`src/rtl/tvc_pkg.sv`:
```
package tvc_pkg;
  typedef enum logic [1:0] {
    MATCH_NONE = 2'b00,
    MATCH_ZERO = 2'b01,
    MATCH_ONES = 2'b10
  } match_e;
endpackage

```
`src/rtl/tvc_detect.sv`:
```
module tvc_detect
  import tvc_pkg::*;
#(
  parameter int WORD_W = 10,
  parameter int TAG_W  = 2
) (
  input  logic [WORD_W-1:0] word,
  input  logic              off,
  output match_e            kind
);
  localparam int HEAD_W = WORD_W - TAG_W;

  logic [HEAD_W-1:0] head;
  assign head = word[WORD_W-1:TAG_W];

  always_comb begin
    if (off)                     kind = MATCH_NONE;
    else if (head == '0)         kind = MATCH_ZERO;
    else if (head == {HEAD_W{1'b1}}) kind = MATCH_ONES;
    else                         kind = MATCH_NONE;
  end
endmodule

```
`src/rtl/tvc_force.sv`:
```
module tvc_force
  import tvc_pkg::*;
#(
  parameter int WORD_W = 10,
  parameter int TAG_W  = 2
) (
  input  logic [WORD_W-1:0] word,
  input  match_e            kind,
  output logic [WORD_W-1:0] fixed
);
  always_comb begin
    fixed = word;
    case (kind)
      MATCH_ZERO: fixed[TAG_W-1:0] = '0;
      MATCH_ONES: fixed[TAG_W-1:0] = '1;
      default:    fixed = word;
    endcase
  end
endmodule

```
`src/rtl/tvc_outreg.sv`:
```
module tvc_outreg
  import tvc_pkg::*;
#(
  parameter int WORD_W = 10,
  parameter int TAG_W  = 2
) (
  input  logic              clk,
  input  logic              rst,
  input  logic [WORD_W-1:0] fixed,
  input  match_e            kind,
  input  logic [WORD_W-1:0] raw,
  input  logic              off,
  output logic [WORD_W-1:0] q_word,
  output logic              q_zero,
  output logic              q_ones
);
  localparam int HEAD_W = WORD_W - TAG_W;

  always_ff @(posedge clk) begin
    if (rst) begin
      q_word <= '0;
      q_zero <= 1'b0;
      q_ones <= 1'b0;
    end else begin
      q_word <= fixed;
      q_zero <= (kind == MATCH_ZERO);
      q_ones <= (kind == MATCH_ONES);
    end
  end

  assert_head_delay_R7: assert property (@(posedge clk) disable iff (rst)
    !rst |=> q_word[WORD_W-1:TAG_W] == $past(raw[WORD_W-1:TAG_W]));

  assert_zero_force_R3: assert property (@(posedge clk) disable iff (rst)
    (!rst && !off && raw[WORD_W-1:TAG_W] == '0) |=> (q_word[TAG_W-1:0] == '0 && q_zero));

  assert_ones_force_R4: assert property (@(posedge clk) disable iff (rst)
    (!rst && !off && raw[WORD_W-1:TAG_W] == {HEAD_W{1'b1}})
      |=> (q_word[TAG_W-1:0] == {TAG_W{1'b1}} && q_ones));

  assert_bypass_copy_R6: assert property (@(posedge clk) disable iff (rst)
    (!rst && off) |=> (q_word == $past(raw) && !q_zero && !q_ones));

  assert_plain_copy_R5: assert property (@(posedge clk) disable iff (rst)
    (!rst && raw[WORD_W-1:TAG_W] != '0 && raw[WORD_W-1:TAG_W] != {HEAD_W{1'b1}})
      |=> (q_word == $past(raw) && !q_zero && !q_ones));

  assert_flag_excl_R8: assert property (@(posedge clk) disable iff (rst)
    !(q_zero && q_ones));
endmodule

```
`src/rtl/tvc_conditioner.sv`:
```
module tvc_conditioner
  import tvc_pkg::*;
#(
  parameter int WORD_W = 10,
  parameter int TAG_W  = 2
) (
  input  logic              clk,
  input  logic              rst,
  input  logic [WORD_W-1:0] word_in,
  input  logic              bypass,
  output logic [WORD_W-1:0] word_out,
  output logic              hit_zero,
  output logic              hit_ones
);
  match_e            kind;
  logic [WORD_W-1:0] fixed;

  tvc_detect #(.WORD_W(WORD_W), .TAG_W(TAG_W)) u_detect (
    .word(word_in), .off(bypass), .kind(kind)
  );

  tvc_force #(.WORD_W(WORD_W), .TAG_W(TAG_W)) u_force (
    .word(word_in), .kind(kind), .fixed(fixed)
  );

  tvc_outreg #(.WORD_W(WORD_W), .TAG_W(TAG_W)) u_outreg (
    .clk(clk), .rst(rst), .fixed(fixed), .kind(kind), .raw(word_in),
    .off(bypass), .q_word(word_out), .q_zero(hit_zero), .q_ones(hit_ones)
  );
endmodule

```
`config.mk`:
```
export PLATFORM = sky130hd
export DESIGN_NAME = tvc_conditioner
export DESIGN_NICKNAME = d
export VERILOG_FILES = /design/src/rtl/tvc_pkg.sv /design/src/rtl/tvc_detect.sv /design/src/rtl/tvc_force.sv /design/src/rtl/tvc_outreg.sv /design/src/rtl/tvc_conditioner.sv
export SDC_FILE = /design/constraint.sdc
export NUM_CORES = 1
export LEC_CHECK = 0
export BUFFER_PORTS_ARGS = -buffer_cell sky130_fd_sc_hd__buf_2
export CAP_MARGIN = 20
export CORE_AREA = 5 5 42 44
export DETAILED_ROUTE_END_ITERATION = 6
export DIE_AREA = 0 0 47 49
export REMOVE_ABC_BUFFERS = 1
export SETUP_SLACK_MARGIN = 0.5
export SYNTH_ARGS = -nofsm -noshare
export SYNTH_HDL_FRONTEND = slang
export SYNTH_SLANG_ARGS = --single-unit
```
`constraint.sdc`:
```
create_clock -name clk -period 2.84 [get_ports clk]
set_input_delay 0.284 -clock clk [delete_from_list [all_inputs] [get_ports clk]]
set_output_delay 0.284 -clock clk [all_outputs]
set_load 0.02 [all_outputs]
```
==> metrics.md, run 1 <==
| Metric | Value |
|---|---|
| Async SR Flop Fraction | `0%` |
| Ys flop type | `dfxtp_1` |
| Fill cells | `between 100 and 150` |
| CTS H-Tree Depth | `1` |
| Outcome | `finished clean` |
| Layout cells sized above 1 | `a little over two fifths` |
| Number of library cell types mapped by synthesis | `15` |
| Max-slew violations | `0` |
| Most numerous cell in the Yosys netlist | `dfxtp_1` |
| Worst slack at placement | `approximately 1200 ps` |
| Gr ovfl total | `0` |
| Initial antenna violation count | `0` |
| Relative slew slack | `between 70% and 80%` |
| Rows | `14` |
| Final WS setup | `around 1500 ps` |
| Post-DP HPWL | `690 um` |
| Layout Area Growth over Synthesis | `41.9%` |
| Die width | `47 um` |
| Root Buffer | `clkbuf_4` |
| Sequential share of the synthesized area | `58.4%` |
| Synth top area share | `between 50% and 60%` |
| Cells after Synth | `40` |
| CP Data Required Time | `between 3000 and 4000 ps` |
| Sequential cell area | `around 240 um2` |
| Starting Density | `~30%` |
| First-pass DRT Iterations | `3` |
| RSZ-0062 raised after global routing | `no` |
| Gr usage total | `between 8 and 9%` |
| Cell Area, Placed | `about 550 um2` |
| Largest net degree at the start of global routing | `13` |
| Diodes inserted | `0` |
| Fmax | `a little over 700 MHz` |
| Final #Nets | `just over 80` |
| Leak Pwr | `between 0.0002 and 0.0003 uW` |
| Leading area contributor after synthesis | `dfxtp_1` |
| Top post-synthesis cells by area | `dfxtp_1 (58%), nor2b_1 (14%), ha_1 (6.1%)` |
| Design area | `about 580 um2` |
| Vias in the first global route | `341` |
| CP Class | `input pin to flop` |
| Multi-input gate area | `between 150 and 200 um2` |
| Fin. Hold Viols | `0` |
| Die height | `49 um` |
| Worst-Margin Slew | `between 300 and 400 ps` |
| Yosys reg bits | `12` |
| Core area | `approximately 1400 um2` |
| Initial drt markers | `1` |
| GP Congestion | `0.656` |
| Hold depth | `2` |
| Drt via density | `around 4.2` |
| Routed via count | `350` |
| CTS sink cnt | `12` |
| Worst Path Arrival | `roughly 1600 ps` |
| Input/output buffers | `24` |
| CP Launch Type | `input pin` |
| Post-CTS setup buffers | `0` |
| Full die area | `2300 um2` |
| DRC violations left | `0` |
| Syn_area_per_cell | `10.3 um2` |
| Post-route antenna net violation count | `0` |
| Setup_tns | `0 ps` |
| # IOs | `25` |
| Cts repair resizes | `0` |
| Period utilization | `48.5%` |
| Endpoints failing setup | `0` |
| Hold_buf cts | `0` |
| Crit end category | `flop` |
| Clock transition at path regs | `80 ps` |
| Min-delay worst type | `input pin to flop` |
| YS warnings | `0` |
| Cts bufs inserted | `3` |
| Power Dens Cells | `a little under 600 nW/um2` |
| WL final | `just over 800 um` |
| Routed WL per cell | `between 9 and 10 um` |
| Maximum vdd ir drop | `roughly 0.23 mV` |
| CP Max Fanout | `3` |
| Cell Area, Synth | `approximately 410 um2` |
| TritonCTS clock tree | `yes` |
| CTS max path bufs | `2` |
| Post-synth EDFFs | `0` |
| Commonest cells post-synth | `dfxtp_1 (12), nor2b_1 (9), nand2_1 (4)` |
| Maximum capacitance violations | `0` |
| First-pass GRT wire length | `1400 um` |
| Minimum clock period | `roughly 1400 ps` |
registers in the layout (all words and copies together) (netlist names):
signal,flops
u_outreg.q_word,10
u_outreg.q_ones,1
u_outreg.q_zero,1
stage by stage:
stage | power (uW) | utilization (%) | cells | hold slack, ps
floorplan | 199 | - | 39 | 350
global placement | 220 | 39.1 | 79 | 526
detailed placement | 220 | 39.1 | 79 | 535
CTS | 354 | 41.7 | 83 | 247
global route | 369 | 41.7 | 83 | 247
finish | 347 | 41.7 | 83 | 257
area by class of cell:
| type | instances | area share [%] |
|---|---|---|
| Multi-Input combinational cell | 27 | 28.7 |
| Tap cell | 16 | 3.43 |
| Sequential cell | 12 | 41.1 |
| Clock buffer | 4 | 6.21 |
| Timing Repair Buffer | 24 | 20.6 |
power breakdown:
group	total (uW)	switching (uW)	leakage, uW	internal, uW
Sequential	177	1.50	0.0000995	176
Clock	131	53.5	0.0000210	77.8
Combinational	38.4	22.6	0.000169	15.8
layer usage:
metal | wire [um] | track usage [%] | vias to the layer above | share of wire [%]
li1 | - | - | 191 | -
met4 | 11 | 6.91 | 0 | 1.3
met3 | 108 | 4.43 | 2 | 13
met1 | 338 | 9.62 | 143 | 41
met5 | 0 | 0 | - | 0
met2 | 367 | 12.0 | 14 | 44
kinds of logic (layout without fill, tap and decap cells):
family          count (synthesis)  count (layout)  synth area share [%]
simple gates                   23              23                  32.2
flops                          12              12                  58.4
compound gates                  2               2                  2.43
buf+inv                         1              28                 0.911
fa+ha+maj                       2               2                  6.08
cell usage in the layout, fill, tap and decap left out:
| cell type | n |
|---|---|
| ha_1 | 2 |
| clkbuf_4 | 3 |
| or4_1 | 1 |
| nand2_1 | 4 |
| nor2b_2 | 1 |
| buf_2 | 24 |
| nand2b_1 | 1 |
| nor4_1 | 2 |
| nor2_1 | 1 |
| nor2b_1 | 9 |
| nand4_1 | 1 |
| nor3_1 | 1 |
| and3_1 | 1 |
| nand3_1 | 1 |
| a21oi_1 | 2 |
| dfxtp_1 | 12 |
| clkbuf_8 | 1 |
critical path, cell delays in order:
cell and delay, ps:
buf_2 90, nand4_1 110, or4_1 480, ha_1 310, nand2b_1 170, a21oi_1 120
path summary, 6_finish.rpt:
path	slack, ps	start	endpoint
max	1460	word_in[4]	u_outreg.q_word[1]
min	260	word_in[4]	u_outreg.q_word[4]
(Power assumes the default switching activity.)
==> run 2, diff against run 1 <==
--- a/config.mk
+++ b/config.mk
@@ -5,6 +5,7 @@
 export SDC_FILE = /design/constraint.sdc
 export NUM_CORES = 1
 export LEC_CHECK = 0
+export ABC_AREA = 1
 export BUFFER_PORTS_ARGS = -buffer_cell sky130_fd_sc_hd__buf_2
 export CAP_MARGIN = 20
 export CORE_AREA = 5 5 42 44
==> constraint.sdc (replaced) <==
create_clock -name clk -period 1.33 [get_ports clk]
set_input_delay 0.133 -clock clk [delete_from_list [all_inputs] [get_ports clk]]
set_output_delay 0.133 -clock clk [all_outputs]
set_load 0.02 [all_outputs]
==> run 2 against run 1 <==
  * Count of clock-buffer cells in the layout shrank 1
  * First-iteration DRC count grew to 8.0 times the previous value
  * Area after synthesis increased by 6.7%
  * Sequential power grew 120%
  * Die area unchanged
  * Sequential share of layout area decreased by 9.7 points
  * Largest cell class is now buffers
==> metrics.md, run 2 <==
| Metric | Value |
|---|---|
| Input/output buffers | `24 (unchanged)` |
| HP Start | `word_in[7] (was word_in[4])` |
| Root Buffer | `clkbuf_4 (unchanged)` |
| Stages on the worst setup path | `8 (was 6)` |
| Gr ovfl total | `0 (unchanged)` |
| Most numerous cell in the Yosys netlist | `nor2_1 (was dfxtp_1)` |
| Post-synth EDFFs | `0 (unchanged)` |
| GR Util met3 | `3.32% (was 4.43%)` |
| Final #Nets | `104 (was 83)` |
| Sequential share of the synthesized area | `54.7% (was 58.4%)` |
| First-pass DRT Iterations | `4 (was 3)` |
| Rows | `14 (unchanged)` |
| Met1 Usage GRT | `10.0% (was 9.62%)` |
| TritonCTS clock tree | `yes (unchanged)` |
| CP Launch Type | `input pin (unchanged)` |
| Die width | `47 um (unchanged)` |
| Leak Pwr | `0.000396 uW (was 0.000290 uW)` |
| Routed via count | `458 (was 350)` |
| Ys flop type | `dfxtp_1 (unchanged)` |
| Top post-synthesis cells by area | `dfxtp_1 (55%), nor2_1 (14%), inv_1 (10%) (was dfxtp_1 (58%), nor2b_1 (14%), ha_1 (6.1%))` |
| Max stage delay cell, worst path | `or2_1 (was or4_1)` |
| Routing usage on met2 | `15.2% (was 12.0%)` |
| Routed WL per cell | `11.2 um (was 9.95 um)` |
| Hold_buf cts | `0 (unchanged)` |
| Top flop regs | `u_outreg.q_word (10), u_outreg.q_ones (1), u_outreg.q_zero (1) (unchanged)` |
| Syn_area_per_cell | `7.70 um2 (was 10.3 um2)` |
| Outcome | `finished clean (unchanged)` |
| Core area | `1400 um2 (unchanged)` |
| DRC violations left | `0 (unchanged)` |
| Setup crit start | `bypass (was word_in[4])` |
| CTS max path bufs | `2 (unchanged)` |
| Leading area contributor after synthesis | `dfxtp_1 (unchanged)` |
| Busiest layer in global routing | `met2 (unchanged)` |
| CP Data Required Time | `1520 ps (was 3030 ps)` |
| Starting Density | `31.3% (was 29.4%)` |
| Largest net degree at the start of global routing | `13 (unchanged)` |
| Sequential cell area | `255 um2 (was 240 um2)` |
| Clock transition at path regs | `70 ps (was 80 ps)` |
| Minimum clock period | `between 1000 and 1500 ps` |
| Initial drt markers | `8 (was 1)` |
| Biggest register | `u_outreg.q_word (unchanged)` |
| YS warnings | `0 (unchanged)` |
| Hold Path Sink | `u_outreg.q_word[7] (was u_outreg.q_word[4])` |
| CP peak stage delay | `240 ps (was 480 ps)` |
| Setup_tns | `0 ps (unchanged)` |
| Yosys reg bits | `12 (unchanged)` |
| Commonest non-fill, non-tap cell in the layout | `buf_6 (was buf_2)` |
| Relative slew slack | `86.5% (was 78.2%)` |
| Fin. Hold Viols | `0 (unchanged)` |
| Vias in the first global route | `392 (was 341)` |
| Maximum capacitance violations | `0 (unchanged)` |
| Maximum vdd ir drop | `0.558 mV (was 0.225 mV)` |
| Post-DP HPWL | `685 um (was 690 um)` |
| CTS H-Tree Depth | `1 (unchanged)` |
| First-pass GRT wire length | `1540 um (was 1400 um)` |
| CP Max Fanout | `2 (was 3)` |
| Power Dens Cells | `903 nW/um2 (was 594 nW/um2)` |
| Most frequent cells in the layout | `buf_6 (16), dfxtp_2 (12), nor2_1 (11) (was buf_2 (24), dfxtp_1 (12), nor2b_1 (9))` |
| Hold depth | `3 (was 2)` |
| Final core occ | `58.0% (was 41.7%)` |
| Async SR Flop Fraction | `0% (unchanged)` |
| Critical-path cell list | `buf_6 -> inv_2 -> nand4_1 -> nor2_1 -> nand2_1 -> ha_4 -> or2_1 -> a21oi_1 (was buf_2 -> nand4_1 -> or4_1 -> ha_1 -> nand2b_1 -> a21oi_1)` |
| Diodes inserted | `0 (unchanged)` |
| Overall power | `734 uW (was 347 uW)` |
| Worst Path Buf+Inv | `2 (was 1)` |
| Full die area | `2300 um2 (unchanged)` |
| Crit end category | `flop (unchanged)` |
| Layout Area Growth over Synthesis | `85.2% (was 41.9%)` |
| Cells after Synth | `57 (was 40)` |
| RSZ-0062 raised after global routing | `yes (was no)` |
| # IOs | `25 (unchanged)` |
| Delay-heaviest family, CP | `simple AND/OR/NAND/NOR gates (unchanged)` |
| Max-slew violations | `0 (unchanged)` |
| Commonest cells post-synth | `nor2_1 (16), dfxtp_1 (12), inv_1 (12) (was dfxtp_1 (12), nor2b_1 (9), nand2_1 (4))` |
| Multi-input gate area | `208 um2 (was 168 um2)` |
| CP Class | `input pin to flop (unchanged)` |
| Placed cell count | `96 (was 79)` |
| Synth top area share | `54.7% (was 58.4%)` |
| GP Congestion | `0.701 (was 0.656)` |
| Period utilization | `approximately four fifths` |
| Min-delay worst type | `input pin to flop (unchanged)` |
| Fin cells | `103 (was 83)` |
| Gr usage total | `9.61% (was 8.71%)` |
| Die height | `49 um (unchanged)` |
| Fill cells | `124 (was 149)` |
| Cts bufs inserted | `3 (unchanged)` |
| WL final | `1150 um (was 826 um)` |
| Layout cells sized above 1 | `63.2% (was 43.3%)` |
| Cell Area, Synth | `439 um2 (was 412 um2)` |
| Fmax | `roughly 950 MHz` |
| Worst-Margin Slew | `202 ps (was 325 ps)` |
| Worst Path Arrival | `1240 ps (was 1570 ps)` |
| Number of library cell types mapped by synthesis | `11 (was 15)` |
| Initial antenna violation count | `0 (unchanged)` |
| Drt via density | `4.45 (was 4.22)` |
| Design area | `813 um2 (was 584 um2)` |
| CTS sink cnt | `12 (unchanged)` |
| Cell Area, Placed | `574 um2 (was 548 um2)` |
| Endpoints failing setup | `0 (unchanged)` |
| Post-route antenna net violation count | `0 (unchanged)` |
| Max reg flops | `10 (unchanged)` |
## run 2: logic make-up after synthesis
group,synth area share (%)
and+or+nand+nor,25.9
buffers and inverters,11.4
DFF,54.7
AOI/OAI and AO/OA,2.28
adders and majority gates,5.70
## run 2: cell type report
cell class	count	share of cell area (%)
clock buffers	3	2.77
multi-input cells	32	25.5
repair buffers	28	32.3
flip-flops and latches	12	31.4
well taps	16	2.46
inverters	12	5.54
## run 2: repair_timing
action / in CTS / in global routing
resized for setup: 42 / 18
endpoints found under the setup margin: 14 / 15
setup buffers: 2 / 2
pin swaps: 9 / 11
## run 2: how the worst max path moves through the flow
| stage | to |
|---|---|
| 2_1_floorplan | u_outreg.q_word[0] |
| 3_3_place_gp | u_outreg.q_word[1] |
| 3_5_place_dp | u_outreg.q_word[0] |
| 4_1_cts | u_outreg.q_word[0] |
| 5_1_grt | u_outreg.q_word[1] |
| 6_report | u_outreg.q_word[0] |
## run 2: power breakdown
| part | leakage, uW | internal [uW] | switching [uW] |
|---|---|---|---|
| logic | 0.000280 | 71.1 | 67.0 |
| clock network | 0.0000138 | 105 | 105 |
| registers | 0.000103 | 379 | 7.27 |
## run 2: metal layers
metal  vias to the layer above  wire, um
met4                         0        34
li1                        230         -
met2                        18       632
met3                         5        78
met1                       205       408
met5                         -         0
## run 2: per-stage QoR
stage          worst slack, ps  hold slack [ps]
2_1_floorplan              208              202
3_5_place_dp             -8.88              370
3_3_place_gp              25.4              369
4_1_cts                    297             59.7
6_report                   279             66.7
5_1_grt                    200             61.0
==> run 3, diff against run 2 <==
--- a/config.mk
+++ b/config.mk
@@ -5,7 +5,7 @@
 export SDC_FILE = /design/constraint.sdc
 export NUM_CORES = 1
 export LEC_CHECK = 0
-export ABC_AREA = 1
+export ABC_AREA = 0
 export BUFFER_PORTS_ARGS = -buffer_cell sky130_fd_sc_hd__buf_2
 export CAP_MARGIN = 20
 export CORE_AREA = 5 5 42 44
==> constraint.sdc (replaced) <==
create_clock -name clk -period 1 [get_ports clk]
set_input_delay 0.1 -clock clk [delete_from_list [all_inputs] [get_ports clk]]
set_output_delay 0.1 -clock clk [all_outputs]
set_load 0.02 [all_outputs]
==> run 3 against run 2 <==
  * The flow now finishes with violations (setup timing)
  * Clock power grew 31%
  * Non-clock buffer count grew 1
  * Critical path type unchanged
  * Worst setup slack lost 420 ps
  * Sequential cell count did not move
  * Largest cell class unchanged
  * Die area unchanged
  * Count of clock-buffer cells in the layout unchanged
  * Via count decreased by 10%
  * Final cell count shrank 16%
  * Routed wire length decreased by 6.4%
==> metrics.md, run 3 (same netlist as run 1, synthesis figures left out) <==
| Metric | Value |
|---|---|
| Outcome | `finished, violations left (was finished clean)` |
| Failing checks | `setup timing` |
| CP Launch Type | `input pin (unchanged)` |
| CP Data Required Time | `1150 ps (was 1520 ps)` |
| Fmax | `between 800 and 900 MHz` |
| Input/output buffers | `24 (unchanged)` |
| Max-slew violations | `0 (unchanged)` |
| Combinational share of power | `17.7% (was 18.8%)` |
| Most frequent cells in the layout | `buf_6 (16), dfxtp_2 (11), nor2b_1 (9) (was buf_6 (16), dfxtp_2 (12), nor2_1 (11))` |
| Clock Power Share | `28.8% (was 28.6%)` |
| Core area | `1400 um2 (unchanged)` |
| CP Class | `input pin to flop (unchanged)` |
| # IOs | `25 (unchanged)` |
| Vias in the first global route | `408 (was 392)` |
| Final WS setup | `-139 ps (was 279 ps)` |
| WL final | `1080 um (was 1150 um)` |
| Period utilization | `114%` |
| Maximum capacitance violations | `0 (unchanged)` |
| GP Congestion | `0.707 (was 0.701)` |
| Crit end category | `flop (unchanged)` |
| Worst-Margin Slew | `241 ps (was 202 ps)` |
| Gr usage total | `10.1% (was 9.61%)` |
| Die width | `47 um (unchanged)` |
| Fin. Hold Viols | `0 (unchanged)` |
| Root Buffer | `clkbuf_4 (unchanged)` |
| Starting Density | `29.4% (was 31.3%)` |
| P_sw | `223 uW (was 180 uW)` |
| Hold_buf cts | `0 (unchanged)` |
| CTS max path bufs | `2 (unchanged)` |
| CP Max Fanout | `3 (was 2)` |
| TritonCTS clock tree | `yes (unchanged)` |
| RSZ-0062 raised after global routing | `yes (unchanged)` |
| Post-route antenna net violation count | `0 (unchanged)` |
| Minimum clock period | `between 1000 and 1500 ps` |
| Final #Nets | `88 (was 104)` |
| Switching Fraction | `23.3% (was 24.5%)` |
| Commonest non-fill, non-tap cell in the layout | `buf_6 (unchanged)` |
| Maximum vdd ir drop | `0.587 mV (was 0.558 mV)` |
| Layout Area Growth over Synthesis | `86.3% (was 85.2%)` |
| Post-DP HPWL | `698 um (was 685 um)` |
| HP Start | `word_in[5] (was word_in[7])` |
| First-pass DRT Iterations | `4 (unchanged)` |
| DRC violations left | `0 (unchanged)` |
| Layout cells sized above 1 | `73.2% (was 63.2%)` |
| Biggest register | `u_outreg.q_word (unchanged)` |
| Initial antenna violation count | `0 (unchanged)` |
| Cts bufs inserted | `3 (unchanged)` |
| Worst Path Arrival | `1290 ps (was 1240 ps)` |
| Rows | `14 (unchanged)` |
| Endpoints failing setup | `2 (was 0)` |
| Cell Area, Placed | `578 um2 (was 574 um2)` |
| Setup crit start | `word_in[3] (was bypass)` |
| Design area | `767 um2 (was 813 um2)` |
| Gr ovfl total | `0 (unchanged)` |
| Largest net degree at the start of global routing | `13 (unchanged)` |
| Max reg flops | `10 (unchanged)` |
| Drt via density | `4.74 (was 4.45)` |
| Relative slew slack | `83.8% (was 86.5%)` |
| Sequential power share | `53.5% (was 52.6%)` |
| First-pass GRT wire length | `1670 um (was 1540 um)` |
| Setup_tns | `-278 ps (was 0 ps)` |
| CTS H-Tree Depth | `1 (unchanged)` |
| Min-delay worst type | `input pin to flop (unchanged)` |
| Top flop regs | `u_outreg.q_word (10), u_outreg.q_ones (1), u_outreg.q_zero (1) (unchanged)` |
| Fill cells | `124 (unchanged)` |
| Routed via count | `412 (was 458)` |
| Power Dens Cells | `1250 nW/um2 (was 903 nW/um2)` |
| Initial drt markers | `10 (was 8)` |
| Diodes inserted | `0 (unchanged)` |
| Clock transition at path regs | `70 ps (about the same)` |
| Leak Pwr | `0.000345 uW (was 0.000396 uW)` |
| CTS sink cnt | `12 (unchanged)` |
| Routed WL per cell | `12.4 um (was 11.2 um)` |
| Internal power | `735 uW (was 554 uW)` |
| Die height | `49 um (unchanged)` |
| Full die area | `2300 um2 (unchanged)` |
==> run 3: cell count changes in the layout (fill, tap and decap cells not counted), moves of 2 or more <==
cell,delta
nand2_2,-2
nor2_1,-10
a21oi_2,+2
inv_2,-2
inv_1,-10
nor2_2,-2
buf_2,+2
nor2b_1,+9
a21oi_1,-2
nor2_4,-3
==> run 3: path summary, 6_finish.rpt <==
check | end | slack (ps) | cells past startpoint
max | u_outreg.q_word[1] | -140 | 6
min | u_outreg.q_word[5] | 70 | 2
==> run 3: stage by stage <==
stage               std cells  utilization (%)  power, uW  setup WS (ps)  hold WS [ps]
floorplan                  39                -        565           -284           166
global placement           83             41.3        635           -454           340
detailed placement         83             41.3        637           -484           348
CTS                        86             54.2        970           -111          46.3
global route               87             54.7       1000           -160          62.2
finish                     87             54.7        958           -139          66.8
==> run 3: power groups by stage <==
stage | combinational [uW] | clock (uW) | sequential, uW
after global placement | 121 | 0 | 514
final | 169 | 276 | 512
after CTS | 164 | 294 | 512
after floorplan | 21.6 | 0 | 544
after detailed placement | 122 | 0 | 515
after global routing | 180 | 311 | 513
==> run 3: layout make-up <==
class	count	area, um2	area share, %
sequential	12	254	33.1
tap	16	20.0	2.61
clock buffer	3	22.5	2.94
multi-input combinational	27	213	27.7
timing repair buffer	29	258	33.6
==> run 3: timing repair <==
action	CTS	global route
pin swaps	0	1
gates resized for setup	47	0
endpoints found under the setup margin	16	16
setup buffers	0	1
==> run 3: routing by layer <==
layer	up-vias	routed length, um	GRT usage [%]
li1	195	-	-
met1	180	369	10.7
met2	27	537	16.3
met3	10	121	4.06
met4	0	50	5.53
met5	-	0	0
==> run 3: worst max-delay path, stage by stage <==
cell and delay [ps]:
buf_6 90, nand4_1 120, or4_4 520, ha_4 290, nand2b_4 120, a21oi_2 50
